## config.mk

```make
export PLATFORM = sky130hd
export DESIGN_NAME = tfir_mcm
export DESIGN_NICKNAME = d
export VERILOG_FILES = /design/src/rtl/tfir_mcm.sv
export SDC_FILE = /design/constraint.sdc
export NUM_CORES = 2
export LEC_CHECK = 0
export BUFFER_PORTS_ARGS = -buffer_cell sky130_fd_sc_hd__buf_2
export CAP_MARGIN = 10
export CORE_MARGIN = 8
export CORE_UTILIZATION = 55
export CTS_CLUSTER_DIAMETER = 80
export DETAILED_ROUTE_END_ITERATION = 8
export HOLD_SLACK_MARGIN = 0.03
export PLACE_DENSITY = 0.8
export SETUP_SLACK_MARGIN = 0.15
export SYNTH_ARGS = -nofsm -noshare
export SYNTH_HDL_FRONTEND = slang
export SYNTH_SLANG_ARGS = --single-unit
```

## constraint.sdc

```tcl
create_clock -name clk_i -period 42.2 [get_ports clk_i]
set_clock_uncertainty 0.05 [all_clocks]
set_input_delay 6.33 -clock clk_i [delete_from_list [all_inputs] [get_ports clk_i]]
set_output_delay 6.33 -clock clk_i [all_outputs]
set_load 0.05 [all_outputs]
```

## src/rtl/tfir_mcm.sv

```systemverilog
module tfir_mcm #(
  parameter int NT = 18,
  parameter int DW = 8,
  parameter int CW = 8,
  parameter int PW = 15,
  parameter int AW = 33,
  parameter logic [NT*CW-1:0] COEFS = {
    8'hFE, 8'h06, 8'hF5, 8'h12, 8'hE7, 8'h21, 8'hD7, 8'h3A, 8'h81,
    8'h78, 8'hCA, 8'h2D, 8'hDC, 8'h1B, 8'hED, 8'h0C, 8'hF9, 8'h03}
) (
  input  logic                 clk_i,
  input  logic                 rst_i,
  input  logic signed [DW-1:0] x_i,
  output logic signed [AW-1:0] y_o
);

  function automatic int abs_sum();
    int s = 0;
    for (int k = 0; k < NT; k++) begin
      int c = int'($signed(COEFS[k*CW +: CW]));
      s += (c < 0) ? -c : c;
    end
    return s;
  endfunction

  localparam int MB = CW - 1;
  localparam logic signed [AW-1:0] YMAX = AW'(abs_sum() * (2 ** (DW - 1)));
  localparam logic signed [CW-1:0] H0 = COEFS[CW-1:0];

  logic signed [PW-1:0] xs;
  logic signed [PW-1:0] shf  [MB];
  logic signed [AW-1:0] pe   [NT];
  logic signed [AW-1:0] z    [1:NT-1];

  assign xs = {{(PW-DW){x_i[DW-1]}}, x_i};

  for (genvar b = 0; b < MB; b++) begin : g_shift
    assign shf[b] = xs <<< b;
  end

  for (genvar k = 0; k < NT; k++) begin : g_tap
    localparam logic signed [CW-1:0] C = COEFS[k*CW +: CW];
    localparam int MAG = (C < 0) ? -int'(C) : int'(C);
    logic signed [PW-1:0] acc;
    logic signed [PW-1:0] prod;
    always_comb begin
      acc = '0;
      for (int b = 0; b < MB; b++)
        if (MAG[b]) acc = acc + shf[b];
    end
    assign prod  = (C < 0) ? -acc : acc;
    assign pe[k] = {{(AW-PW){prod[PW-1]}}, prod};
  end

  always_ff @(posedge clk_i) begin
    if (rst_i) begin
      for (int k = 1; k < NT; k++) z[k] <= '0;
      y_o <= '0;
    end else begin
      z[NT-1] <= pe[NT-1];
      for (int k = 1; k < NT-1; k++) z[k] <= pe[k] + z[k+1];
      y_o <= pe[0] + z[1];
    end
  end


  rst_clear_chk: assert property (@(posedge clk_i) disable iff (rst_i)
    $fell(rst_i) |-> (y_o == '0));


  first_out_chk: assert property (@(posedge clk_i) disable iff (rst_i)
    $fell(rst_i) |=> (y_o == H0 * $past(x_i)));


  tail_zero_chk: assert property (@(posedge clk_i) disable iff (rst_i)
    (!$fell(rst_i) && $past(x_i) == '0) |-> (z[NT-1] == '0));


  no_wrap_chk: assert property (@(posedge clk_i) disable iff (rst_i)
    (y_o <= YMAX) && (y_o >= -YMAX));

endmodule

```

; Word level (Yosys, flattened, before mapping)
; Memories as Yosys holds them, arrays and structs flattened.
; Cells that the tools add are included.
[classes]
n_addsub = 54
mul = 0
n_div = 0
magnitude_cmp = 0
n_eq_ne = 0
n_shift = 0
mux = 20
bitwise_logic = 17
n_reduce_logical = 0
[op_table]
columns = cell, n
row1 = 33-bit 2-to-1 mux, 17
row2 = 15-bit by 33-bit adder with 33-bit output, 9
row3 = 14-bit by 33-bit adder with 33-bit output, 3
row4 = 13-bit by 33-bit adder with 33-bit output, 2
row5 = 13-bit by 13-bit adder with 14-bit output, 4
row6 = 12-bit by 12-bit adder with 13-bit output, 4
row7 = 14-bit negation with 15-bit output, 3
row8 = 10-bit by 33-bit adder with 33-bit output, 1
row9 = 11-bit by 33-bit adder with 33-bit output, 1
row10 = 12-bit by 33-bit adder with 33-bit output, 1
row11 = 14-bit by 14-bit adder with 15-bit output, 2
row12 = 13-bit negation with 15-bit output, 2
row13 = 12-bit by 13-bit adder with 14-bit output, 2
row14 = 11-bit by 12-bit adder with 13-bit output, 2
row15 = 10-bit by 11-bit adder with 12-bit output, 2
row16 = 11-bit by 11-bit adder with 12-bit output, 2
row17 = 1-bit bitwise OR, 17
row18 = 11-bit negation with 15-bit output, 1
row19 = 12-bit negation with 15-bit output, 1
row20 = 15-bit negation, 1
row21 = 9-bit negation with 15-bit output, 1
row22 = 10-bit by 13-bit adder with 14-bit output, 1
row23 = 8-bit by 13-bit adder with 14-bit output, 1
row24 = 10-bit by 12-bit adder with 13-bit output, 1
row25 = 8 further kinds, 10
[totals]
reg_bits = 33
latch_bits = 0
mem_bits_rw = 561
mem_bits_ro = 0
input_bits = 10
word_cells = 93
mem_count = 1
[mem_list]
columns = memory, words, width, rd, rd_clocked_by_memory_dff, wr, line
row1 = z, 17, 33, 17, 0, 17, 33  ; logic signed [AW-1:0] z [1:NT-1];

; Logic depth before layout (Yosys ltp)
[logic_depth]
ltp_word = 9
mapped_depth = 35
ltp_nobuf = 35

; Least setup slack after synthesis
; OpenSTA, ideal clock, no wires.
[synth_path]
kind = input-to-reg
from = input port x_i[7]
to = memory z[9][28]
setup_ns = 0.123
arrival_time_ns = 17.705
setup_slack_ns = 24.322
stages = 28
cell_sequence = buf_1 -> clkinv_1 -> ha_1 -> inv_1 -> xnor2_1 -> ha_1 -> xnor2_1 -> ha_1 -> inv_1 -> fa_1 -> fa_1 -> inv_1 -> ha_1 -> nand2_1 -> o21a_1 -> o21ai_1 -> o41ai_1 -> xnor2_1 -> ha_1 -> clkbuf_1 -> a21o_1 -> a21oi_1 -> nor2b_1 -> o211ai_1 -> o211ai_1 -> nand2b_1 -> a221oi_1 -> mux2_1
[synth_lines]
columns = element, line
row1 = from (decl), 13  ; input logic signed [DW-1:0] x_i,
row2 = to (decl), 33

==> out/results.tsv <==
metric	value	unit
synthTopCellsByArea	dfxtp_1 (24%), ha_1 (22%), fa_1 (6.8%)	
viasPerCell	5.89	
max_slew_margin	0.245	
placed_area	49600	sq um
p_total	4430	uW
yosysWarnings	0	
fin_hold_ws	0.388	ns
grt_pass1_vias	38300	
vias	39900	
clkSinkCount	573	
routedWlPerCell	16.9	um
netlist_area	48300	sq um
rsz0062_at_grt	no	
hold_start	z[3][0]$_SDFF_PP0_	
io_pins	43	
synthCells	5569	
drtIter0Drc	3111	
fmax	66.5	MHz
die-width	312	um
irDropWorstVdd	0.0680	mV
hpwlAfterDp	87200	um
finalWeightedCongestion	0.962	
clk_pin_slew	0.06	ns
p_per_area	85.1	nW/um^2
p_leak	0.0256	uW
clock_path_buffers	3	
fin_area	52000	sq um
syn_nets	6589	
synth_edf_count	0	
cts_resized	0	
die-area	97500	sq um
setup_viol	0	
num_rows	108	
antenna_left	0	
fin_crit	15.04	ns
crit_path_max_incr_delay	0.61	ns
syn_avg_cell_area	8.67	sq um
cts-hold-fix-buffers	0	
antenna_found_initial	3	
synth_top_cell_area_share	0.238	
coreArea	86900	sq um
wl	115000	um
numPortBuffers	42	
grt_max_degree	101	
worstReg2RegStart	z[11][3]$_SDFF_PP0_	
overflow	0	
timing.final.hold_violations	0	
clk_latency	0.63	ns
end_kind	register	
hp-class	reg2reg	
r2r-end	z[10][24]$_SDFF_PP0_	
critPathArrivalTime	15.49	ns
synth_ff_type	dfxtp_1	
grtUsageTotal	0.227	
cts_tree	done	
firstDrtPassIters	7	
worst_pin_slew	1.13	ns
synthArstFlopShare	0	
whs_endpoint	z[2][0]$_SDFF_PP0_	
slowest_stage	xor2_1	
cp_max_fo	28	
drive_gt1_frac	0.0393	
synth_area_leader_cell	dfxtp_1	
synthToLayoutAreaGrowth	7.66	%
worst_ep_required_time	42.65	ns
start_kind	input pin	
fp.dieH	312	um
slew_viol_final	0	
final_nets	6587	
critical_path_class	in2reg	
finalCritPeriodShare	0.356	
initial_utilization	0.556	
status	completed	
ff2ff_setup_slack	37.72	ns
ys_ff_latch	573	
rr_worst_depth	14	
root_buffer	clkbuf_16	
setup_tns	0	ns
cts_made_buffers	69	
ys_types	90	
h-tree-depth	3	
drc_errors	0	
drv_cap	0	
post-cts-setup-buffers	0	
grt_pass1_wl	189000	um
synth_seq_area_share	0.238	
whs_path_depth	1	
worst max-delay path, delay by kind of cell:
| kind | cells | cell delay, ns |
|---|---|---|
| mux | 1 | 0.36 |
| compound gates | 14 | 2.87 |
| simple gates | 3 | 0.45 |
| xor+xnor | 3 | 1.21 |
| buf+inv | 6 | 1.14 |
| fa+ha+maj | 7 | 3.05 |
cells by family (layout without fill, tap and decap cells):
logic type	count (synthesis)	after routing	share of synthesized area
AND/OR/NAND/NOR	1524	1524	0.148
AO/OA/AOI/OAI	1483	1483	0.199
adder cells (fa/ha/maj)	1010	1010	0.287
flip-flops	573	573	0.238
buffers and inverters	486	537	0.0380
XOR/XNOR	476	476	0.0863
multiplexers	17	17	0.00386
other	0	2	0
cell usage after synthesis (8+ instances only):
| cell type | count |
|---|---|
| nor3b_1 | 22 |
| or2_2 | 10 |
| and2_1 | 26 |
| o221ai_1 | 8 |
| a211oi_1 | 45 |
| and4_1 | 18 |
| a21o_1 | 321 |
| o31a_1 | 13 |
| nand3_1 | 101 |
| o21a_1 | 44 |
| mux2_1 | 12 |
| o21ai_1 | 105 |
| inv_1 | 342 |
| a221o_1 | 8 |
| nand4_1 | 51 |
| o21bai_1 | 81 |
| a221oi_1 | 18 |
| xor2_1 | 197 |
| a41oi_1 | 12 |
| o41ai_1 | 10 |
| a21oi_1 | 456 |
| nor4b_1 | 8 |
| o211ai_1 | 24 |
| nand2_1 | 277 |
| o31ai_1 | 31 |
| and3_1 | 54 |
| a31oi_1 | 60 |
| ha_1 | 846 |
| o22ai_1 | 9 |
| nand2b_1 | 54 |
| a211o_1 | 19 |
| a21boi_1 | 10 |
| or3_1 | 18 |
| dfxtp_1 | 573 |
| nor4_1 | 9 |
| nor3_1 | 80 |
| nor2b_1 | 116 |
| xnor2_1 | 279 |
| clkbuf_1 | 130 |
| o21ai_0 | 127 |
| nor2_1 | 650 |
| fa_1 | 164 |
final cells by class:
| class | count | area, sq um |
|---|---|---|
| Multi-Input combinational cell | 4510 | 35000 |
| Fill cell | 7447 | 34900 |
| Sequential cell | 573 | 11500 |
| Clock buffer | 88 | 1910 |
| Tap cell | 1155 | 1450 |
| Inverter | 345 | 1300 |
| Clock inverter | 36 | 443 |
| Timing Repair Buffer | 68 | 425 |
| Antenna cell | 2 | 5.00 |
placed cells by master (no fill, tap or decap), drive strengths merged, types with 13 or more instances in the layout:
master  instances
clkbuf         88
nand4          51
ha            846
o21bai         81
and4           18
a21boi         17
o31ai          33
nand2b         54
o31a           13
o21ai         232
o211ai         24
and2           27
nand2         277
or3            18
xor2          197
or2            16
buf            68
dfxtp         573
mux2           13
a31oi          60
nor3           80
nor3b          22
and3           55
nor2b         116
a221oi         19
nand3         101
a211oi         45
nor2          650
fa            164
a21o          321
o21a           44
xnor2         279
clkinv         24
a211o          19
inv           345
a21oi         457
stage by stage:
stage,std cells,setup slack [ns],util
after floorplan,5569,24.32,-
after global placement,6651,26.93,0.571
after detailed placement,6651,26.69,0.571
after CTS,6775,27.30,0.598
after global routing,6776,26.61,0.598
final,6777,27.16,0.598
where the power goes:
group	leakage, uW	switching, uW	internal, uW
Clock	0.00116	245	371
Sequential	0.00478	89.0	757
Combinational	0.0197	1740	1220
Total	0.0256	2080	2350
flip-flops by register name, summed over array words and instances (netlist names):
name / count
y_o: 33
z: 540
how the worst max path moves through the flow:
stage | start | end | slack (ns) | depth (start not counted)
after floorplan | x_i[7] | z[9][28]$_SDFF_PP0_ | 24.32 | 28
after global placement | x_i[1] | z[9][28]$_SDFF_PP0_ | 26.93 | 34
after detailed placement | x_i[1] | z[9][28]$_SDFF_PP0_ | 26.69 | 34
after CTS | x_i[1] | z[9][28]$_SDFF_PP0_ | 27.30 | 34
after global routing | x_i[1] | z[9][28]$_SDFF_PP0_ | 26.61 | 33
final | x_i[1] | z[9][28]$_SDFF_PP0_ | 27.16 | 34
layer usage:
layer  global-route usage  routed length, um  vias to the layer above  share of wire
met4               0.0765               3950                        0          0.034
met3               0.0364               7610                      262          0.066
met5                    0                  0                        -              0
li1                     -                  -                    19700              -
met2                0.376              51800                     1207           0.45
met1                0.301              51500                    18800           0.45
Power figures use the tool's default switching activity.
